[src/rtl/cmp_dbn_pkg.sv]
package cmp_dbn_pkg;

  typedef enum logic [1:0] {
    MODE_DIRECT      = 2'b00,
    MODE_CLK_CONFIRM = 2'b01,
    MODE_OVF_CONFIRM = 2'b10,
    MODE_OVF_DIRECT  = 2'b11
  } dbn_mode_e;

  typedef enum logic [1:0] {
    EDGE_RISE = 2'b00,
    EDGE_FALL = 2'b01,
    EDGE_ANY  = 2'b10,
    EDGE_OFF  = 2'b11
  } edge_sel_e;

  typedef enum logic {
    ST_IDLE = 1'b0,
    ST_WAIT = 1'b1
  } conf_state_e;

  function automatic logic edge_ok(edge_sel_e sel, logic new_lvl);
    case (sel)
      EDGE_RISE: return new_lvl;
      EDGE_FALL: return !new_lvl;
      EDGE_ANY:  return 1'b1;
      default:   return 1'b0;
    endcase
  endfunction

endpackage

[src/rtl/cmp_dbn_sync.sv]
module cmp_dbn_sync #(
  parameter int STAGES = 2
) (
  input  logic clk_i,
  input  logic rst_ni,
  input  logic d_i,
  output logic q_o
);
  logic [STAGES-1:0] chain_q;

  always_ff @(posedge clk_i or negedge rst_ni) begin
    if (!rst_ni) chain_q <= '0;
    else         chain_q <= {chain_q[STAGES-2:0], d_i};
  end

  assign q_o = chain_q[STAGES-1];
endmodule

[src/rtl/cmp_dbn_sampler.sv]
module cmp_dbn_sampler #(
  parameter int HIST = 4
) (
  input  logic clk_i,
  input  logic rst_ni,
  input  logic lvl_i,
  input  logic ovf_i,
  input  logic ovf_mode_i,
  output logic evt_o,
  output logic evt_lvl_o
);
  localparam int HW = HIST - 1;

  logic          prev_q;
  logic [HW-1:0] hist_q;
  logic          filt_q;
  logic [HIST-1:0] window;
  logic          stable;
  logic          clk_evt, ovf_evt;

  // per-clock path
  always_ff @(posedge clk_i or negedge rst_ni) begin
    if (!rst_ni) prev_q <= 1'b0;
    else         prev_q <= lvl_i;
  end
  assign clk_evt = lvl_i ^ prev_q;

  // overflow-rate path: newest sample plus stored history
  assign window  = {hist_q, lvl_i};
  assign stable  = (&window) | ~(|window);
  assign ovf_evt = ovf_i & stable & (lvl_i != filt_q);

  always_ff @(posedge clk_i or negedge rst_ni) begin
    if (!rst_ni) begin
      hist_q <= '0;
      filt_q <= 1'b0;
    end else if (ovf_mode_i && ovf_i) begin
      hist_q <= window[HW-1:0];
      if (ovf_evt) filt_q <= lvl_i;
    end
  end

  assign evt_o     = ovf_mode_i ? ovf_evt : clk_evt;
  assign evt_lvl_o = lvl_i;
endmodule

[src/rtl/cmp_dbn_confirm.sv]
module cmp_dbn_confirm
  import cmp_dbn_pkg::*;
#(
  parameter int OVF_CNT = 2
) (
  input  logic      clk_i,
  input  logic      rst_ni,
  input  logic      evt_i,
  input  logic      evt_lvl_i,
  input  logic      lvl_i,
  input  logic      ovf_i,
  input  logic      wait_en_i,
  input  edge_sel_e edge_sel_i,
  output logic      accept_o,
  output logic      busy_o
);
  localparam int CW = (OVF_CNT > 1) ? $clog2(OVF_CNT) : 1;
  localparam logic [CW-1:0] LAST = CW'(OVF_CNT - 1);

  conf_state_e   state_q, state_d;
  logic [CW-1:0] cnt_q, cnt_d;
  logic          exp_q, exp_d;
  logic          qual;

  assign qual = evt_i & edge_ok(edge_sel_i, evt_lvl_i);

  always_comb begin
    state_d  = state_q;
    cnt_d    = cnt_q;
    exp_d    = exp_q;
    accept_o = 1'b0;
    case (state_q)
      ST_IDLE: begin
        if (qual) begin
          if (wait_en_i) begin
            state_d = ST_WAIT;
            cnt_d   = '0;
            exp_d   = evt_lvl_i;
          end else begin
            accept_o = 1'b1;
          end
        end
      end
      default: begin
        // edges ignored until the wait resolves
        if (ovf_i) begin
          if (cnt_q == LAST) begin
            accept_o = (lvl_i == exp_q);
            state_d  = ST_IDLE;
            cnt_d    = '0;
          end else begin
            cnt_d = cnt_q + 1'b1;
          end
        end
      end
    endcase
  end

  always_ff @(posedge clk_i or negedge rst_ni) begin
    if (!rst_ni) begin
      state_q <= ST_IDLE;
      cnt_q   <= '0;
      exp_q   <= 1'b0;
    end else begin
      state_q <= state_d;
      cnt_q   <= cnt_d;
      exp_q   <= exp_d;
    end
  end

  assign busy_o = (state_q == ST_WAIT);
endmodule

[src/rtl/cmp_edge_debounce.sv]
module cmp_edge_debounce
  import cmp_dbn_pkg::*;
#(
  parameter int SYNC_STAGES = 2,
  parameter int HIST_LEN    = 4,
  parameter int CONFIRM_OVF = 2
) (
  input  logic       clk_i,
  input  logic       rst_ni,
  input  logic       cmp_i,
  input  logic       tmr_ovf_i,
  input  logic [1:0] mode_i,
  input  logic [1:0] edge_sel_i,
  input  logic       flag_clr_i,
  output logic       flag_o
);
  dbn_mode_e mode;
  logic      cmp_s;
  logic      ovf_mode, wait_en;
  logic      evt_w, evt_lvl_w;
  logic      accept_w, busy_w;
  logic      flag_q;

  assign mode     = dbn_mode_e'(mode_i);
  assign ovf_mode = (mode == MODE_OVF_CONFIRM) || (mode == MODE_OVF_DIRECT);
  assign wait_en  = (mode == MODE_CLK_CONFIRM) || (mode == MODE_OVF_CONFIRM);

  cmp_dbn_sync #(.STAGES(SYNC_STAGES)) u_sync (
    .clk_i (clk_i),
    .rst_ni(rst_ni),
    .d_i   (cmp_i),
    .q_o   (cmp_s)
  );

  cmp_dbn_sampler #(.HIST(HIST_LEN)) u_sampler (
    .clk_i     (clk_i),
    .rst_ni    (rst_ni),
    .lvl_i     (cmp_s),
    .ovf_i     (tmr_ovf_i),
    .ovf_mode_i(ovf_mode),
    .evt_o     (evt_w),
    .evt_lvl_o (evt_lvl_w)
  );

  cmp_dbn_confirm #(.OVF_CNT(CONFIRM_OVF)) u_confirm (
    .clk_i     (clk_i),
    .rst_ni    (rst_ni),
    .evt_i     (evt_w),
    .evt_lvl_i (evt_lvl_w),
    .lvl_i     (cmp_s),
    .ovf_i     (tmr_ovf_i),
    .wait_en_i (wait_en),
    .edge_sel_i(edge_sel_e'(edge_sel_i)),
    .accept_o  (accept_w),
    .busy_o    (busy_w)
  );

  // set has priority over clear
  always_ff @(posedge clk_i or negedge rst_ni) begin
    if (!rst_ni)         flag_q <= 1'b0;
    else if (accept_w)   flag_q <= 1'b1;
    else if (flag_clr_i) flag_q <= 1'b0;
  end

  assign flag_o = flag_q;
endmodule

[config.mk]
export PLATFORM = sky130hd
export DESIGN_NAME = cmp_edge_debounce
export DESIGN_NICKNAME = d
export VERILOG_FILES = /design/src/rtl/cmp_dbn_pkg.sv /design/src/rtl/cmp_dbn_sync.sv /design/src/rtl/cmp_dbn_sampler.sv /design/src/rtl/cmp_dbn_confirm.sv /design/src/rtl/cmp_edge_debounce.sv
export SDC_FILE = /design/constraint.sdc
export NUM_CORES = 1
export LEC_CHECK = 0
export ABC_CLOCK_PERIOD_IN_PS = 3400
export CAP_MARGIN = 20
export CORE_AREA = 2 2 39 41
export DETAILED_ROUTE_END_ITERATION = 8
export DIE_AREA = 0 0 41 43
export DONT_BUFFER_PORTS = 1
export PLACE_DENSITY = 0.63
export SYNTH_ARGS = -nofsm -noshare
export SYNTH_HDL_FRONTEND = slang
export SYNTH_HIERARCHICAL = 1
export SYNTH_SLANG_ARGS = --single-unit
[constraint.sdc]
create_clock -name clk_i -period 3.4 [get_ports clk_i]
set_input_delay 0.17 -clock clk_i [delete_from_list [all_inputs] [get_ports clk_i]]
set_output_delay 0.17 -clock clk_i [all_outputs]
set_load 0.05 [all_outputs]
# == After elaboration in Yosys (flattened, before gate mapping) ==
# Cells that the tools add are included.
# word_totals
wordCells,56
reg_bits,11
inputBits,9
# classes
mux,19
add_sub_neg,1
n_bitwise,7
n_reduce_logical,13
eq_ne,8
# op_table
op,count
$mux W1,18
$eq A2 B2 Y1 const B,3
$reduce_and A3 Y1,2
$reduce_bool A2 Y1,3
$eq A2 B1 Y1 const B,2
$reduce_and A4 Y1,1
$reduce_or A4 Y1,1
$and A1 B1 Y1,3
$pmux W1 S3,1
$logic_not A2 Y1,1
$logic_or A1 B1 Y1,2
$ne A2 B2 Y1 const B,1
$not A1 Y1,2
$reduce_and A2 Y1,1
$add A1 B1 Y1 const B,1
$eq A1 B1 Y1,1
$logic_and A1 B1 Y1,1
$logic_not A1 Y1,1
$ne A1 B1 Y1,1
$or A1 B1 Y1,1
$xor A1 B1 Y1,1

# == Longest topological paths before layout ==
# logic_depth
ltp_word,10
depth_mapped,9

# == Cells and area by module ==
# Netlist, hierarchy kept.
# modules_own_cells
mod,area_each_um2,instances,cells_each,seq_area_each_um2
cmp_dbn_sampler,242.7,1,21,125.1
cmp_dbn_confirm,203.9,1,22,75.1
cmp_edge_debounce,75.1,1,8,25.0
cmp_dbn_sync,50.0,1,2,50.0

# == Worst setup path before layout ==
# OpenSTA, ideal clock, no wires.
# synth_path
path_kind,reg2reg
from,register u_sync.chain_q[1]
to,"register flag_q, in the netlist flag_o"
slack_ns,1.476
path_stages_with_launch,8
required_ns,3.335
setup_ns,0.065
arrival_ns,1.859
cell_sequence,dfrtp_1 or4b_1 o22a_1 o22ai_2 nand2b_1 nor4_1 a41o_1 a21o_1
# synth_via
elab_chain_cells,10
# synth_rtl
item,line_no,text
from (decl),cmp_dbn_sync.sv:9,logic [STAGES-1:0] chain_q;
from (signal assigned),cmp_dbn_sync.sv:13,"else chain_q <= {chain_q[STAGES-2:0], d_i};"
$reduce_or A4 Y1,cmp_dbn_sampler.sv:30,assign stable = (&window) | ~(|window);
$not A1 Y1,cmp_dbn_sampler.sv:30,
$or A1 B1 Y1,cmp_dbn_sampler.sv:30,
$and A1 B1 Y1 (2 in a row),cmp_dbn_sampler.sv:31,assign ovf_evt = ovf_i & stable & (lvl_i != filt_q);
$mux W1 *,cmp_dbn_sampler.sv:43,assign evt_o = ovf_mode_i ? ovf_evt : clk_evt;
named net evt_w,cmp_edge_debounce.sv:20,"logic evt_w, evt_lvl_w;"
$and A1 B1 Y1 *,cmp_dbn_confirm.sv:25,"assign qual = evt_i & edge_ok(edge_sel_i, evt_lvl_i);"
$mux W1 *,cmp_dbn_confirm.sv:34,if (qual) begin
$mux W1 *,cmp_dbn_confirm.sv:32,case (state_q)
named net accept_w,cmp_edge_debounce.sv:21,"logic accept_w, busy_w;"
$mux W1 or $reduce_bool A2 Y1 (tied branches),n/a,
to (signal assigned),cmp_edge_debounce.sv:60,if (!rst_ni) flag_q <= 1'b0;
to (signal assigned),cmp_edge_debounce.sv:61,else if (accept_w) flag_q <= 1'b1;
to (signal assigned),cmp_edge_debounce.sv:62,else if (flag_clr_i) flag_q <= 1'b0;
to (decl),cmp_edge_debounce.sv:22,logic flag_q;
# Mark *: on every way through the listed nets, which the timed path passes. The rest lies on a longest branch.
# A chain may end at the register's enable or synchronous reset.

# == Worst setup path in the final report ==
# Same ends and word-level chain as after synthesis.

==> parameters.txt <==
Parameter                              Value

Status
  Status    completed

Die
  Die ar.    1760 um2
  Die width    41 um
  Core Area    1380 um2
  Starting density of the core    0.413
  Die Span Y    43 um
  Placement Rows    14
  Ports    10

Timing
  Final worst setup slack    1270 ps
  Post-route clock skew    6.69 ps
  Crit share post-route    0.627
  Final number of setup-violating endpoints    0
  Final max-slew violation count    0
  WHS    29.7 ps
  Final hold violation count    0
  Unrepaired setup endpoints after global routing    false
  Max-slew headroom    0.681
  Clock period minus worst slack    2130 ps
  Slew @ Worst Pin    476 ps
  Max Freq    469 MHz
  Setup tns final    0 ps

Clock tree
  Quantity of gates resized following cts    0
  H-tree Lvls    1
  Longest Clk Path Bufs    2
  Library cell used as clock root buffer    sky130_fd_sc_hd__clkbuf_4
  Clk slew on worst S/H paths    70 ps
  TritonCTS Sinks    11
  Number of clock buffers inserted by TritonCTS    3
  TritonCTS clock tree    done
  Clock insertion delay at the later pin of the skew report    260 ps

Place
  HPWL after detailed placement    677 um
  Global placer's final weighted congestion    0.681
  Count of input and output buffers    0
  Setup slack after placement    1280 ps

Synth
  Main area contributors after synthesis    sky130_fd_sc_hd__dfrtp_1 48%, sky130_fd_sc_hd__nand2_1 4.6%, sky130_fd_sc_hd__ha_1 4.4%
  Fraction of post-synthesis cell area in the top cell type by area    0.481
  Mapped Area    572 um2
  Library cell with the largest summed area after synthesis    sky130_fd_sc_hd__dfrtp_1
  Synthesized netlist cell count    53
  Async set or reset register ratio after synthesis    1.00
  Number of enable flip-flop cells after synthesis    0
  Top post-synthesis cells by count    11 x sky130_fd_sc_hd__dfrtp_1, 7 x sky130_fd_sc_hd__nand2_1, 4 x sky130_fd_sc_hd__inv_1
  Number of unique standard cell types used by synthesis    26
  Nets in the synthesized netlist    64
  Total number of yosys warnings    6
  Sequential fraction of the synthesis area    0.481
  Library cell with the highest instance count after synthesis    sky130_fd_sc_hd__dfrtp_1
  FF+latch count, synth    11
  Post-synthesis area per instance    10.8 um2
  Main synth FF type    sky130_fd_sc_hd__dfrtp_1

Worst setup path
  Slack of the worst reg-to-reg path    1270 ps
  Kind of launch point of the worst setup path    register
  Setup CP Type    reg -> reg
  Data arrival time at the worst-slack endpoint    2340 ps
  Critical Path RT    3610 ps
  Largest fanout on the critical path    11
  Crit. End Element    register

Cells and area
  Layout overhead on the synthesized area    10.5%
  Ratio of cells with drive above 1 in the final layout    0.121
  Final antenna diode count    0
  Nets    70
  Filler Cell Count    135

Drt
  Routed via count    394
  Routed Wire Length    857 um
  ANT nets after route    0
  DRC    0
  DR pass1 iterations    4
  Detailed router's first-iteration violation count    2
  Routed wirelength normalized by instance count    11.6 um
  Post-detailed-route via-to-cell ratio    5.32

Power
  Combinational share of power    0.202
  Clock network fraction of design power    0.240
  Static leakage power    0.000310 uW
  Register share of total power    0.559
  Cell internal pwr    246 uW
  Power per unit of standard cell area    571 nW/um2
  Worst IR Drop VDD    0.364 mV
  Switching Share    0.318
  Switching power    115 uW

Global routing
  Largest net degree at the start of global routing    12
  First-pass GRT wire length    1.63 mm
  Number of antenna violations at the first check in global routing    0
  Global-route congestion overflow total    0
  Number of global-route vias before repair    419
  All-layer global routing usage    0.136

Worst hold path
  Type of the most critical hold path    in -> reg

Flow run
  Total of max-cap violations    0
## layer usage
layer  global-route usage  routed length (um)  up-vias
li1                     -                   -      199
met1                0.186                 409      187
met2                0.188                 407        6
met3               0.0314                  32        2
met4               0.0800                   8        0
met5                    0                   0        -
## final cells by class
| cell class | instances | area [um2] | area share |
|---|---|---|---|
| flip-flops and latches | 11 | 275 | 0.436 |
| repair buffers | 2 | 20.0 | 0.0317 |
| multi-input cells | 37 | 274 | 0.434 |
| clock inverters | 1 | 5.00 | 0.00792 |
| inverters | 4 | 15.0 | 0.0238 |
| clock buffers | 3 | 22.5 | 0.0356 |
| well taps | 16 | 20.0 | 0.0317 |
## sequential cells by signal, summed over array words and instances (netlist names)
name              flops
u_sampler/hist_q      3
u_sync/chain_q        2
flag_o                1
u_confirm/busy_o      1
u_confirm/cnt_q       1
u_confirm/exp_q       1
u_sampler/filt_q      1
u_sampler/prev_q      1
## timing repair
| action | 4_1_cts | 5_1_grt |
|---|---|---|
| hold buffers | 2 | 0 |
| hold endpoints to repair | 12 | 0 |
| setup buffers | 0 | 0 |
## power groups by stage
stage	clock, uW	combinational [uW]	sequential (uW)
finish	86.4	72.8	202
global route	98.9	82.8	209
CTS	89.9	73.9	201
detailed placement	0	69.7	204
global placement	0	68.0	203
floorplan	0	63.0	197
## cell families after synthesis
kind of cell	count (synthesis)	share of synthesized area
and+or+nand+nor	19	0.190
AOI/OAI and AO/OA	11	0.160
DFF	11	0.481
buffers and inverters	5	0.0394
xor gates and xnor gates	3	0.0460
muxes	2	0.0394
adders and majority gates	2	0.0438
## through the flow
step           power (uW)  std cells  instance area, um2  utilization
6_report              361         74                 632        0.457
3_3_place_gp          271         68                 584        0.422
5_1_grt               391         74                 632        0.457
2_1_floorplan         260         53                 572            -
3_5_place_dp          274         68                 584        0.422
4_1_cts               365         74                 632        0.457
## final timing paths
path	start	end	cells after the start
max	u_sync/chain_q[1]	flag_o	7
min	edge_sel_i[0]	u_confirm/exp_q	1
max reg2reg	u_sync/chain_q[1]	flag_o	7
min reg2reg	u_sync/chain_q[0]	u_sync/chain_q[1]	0
max in group asynchronous	rst_ni	u_sampler/hist_q[1]	1
min in group asynchronous	rst_ni	u_confirm/cnt_q	1
## critical path, stage by stage, from the launching register on
cell	delay [ps]
sky130_fd_sc_hd__dfrtp_1	510
sky130_fd_sc_hd__or4b_1	560
sky130_fd_sc_hd__o22a_1	220
sky130_fd_sc_hd__o22ai_2	210
sky130_fd_sc_hd__nand2b_1	80
sky130_fd_sc_hd__nor4_1	290
sky130_fd_sc_hd__a41o_1	140
sky130_fd_sc_hd__a21o_1	80
## layout by cell type, fill, tap and decap left out, drive strengths merged, types with 3 or more instances in the layout
| master | synthesis | final |
|---|---|---|
| a21o | 3 | 3 |
| clkbuf | 0 | 3 |
| dfrtp | 11 | 11 |
| nand2 | 7 | 7 |
| inv | 4 | 4 |
Note: power is estimated with default switching activity, not from simulation.
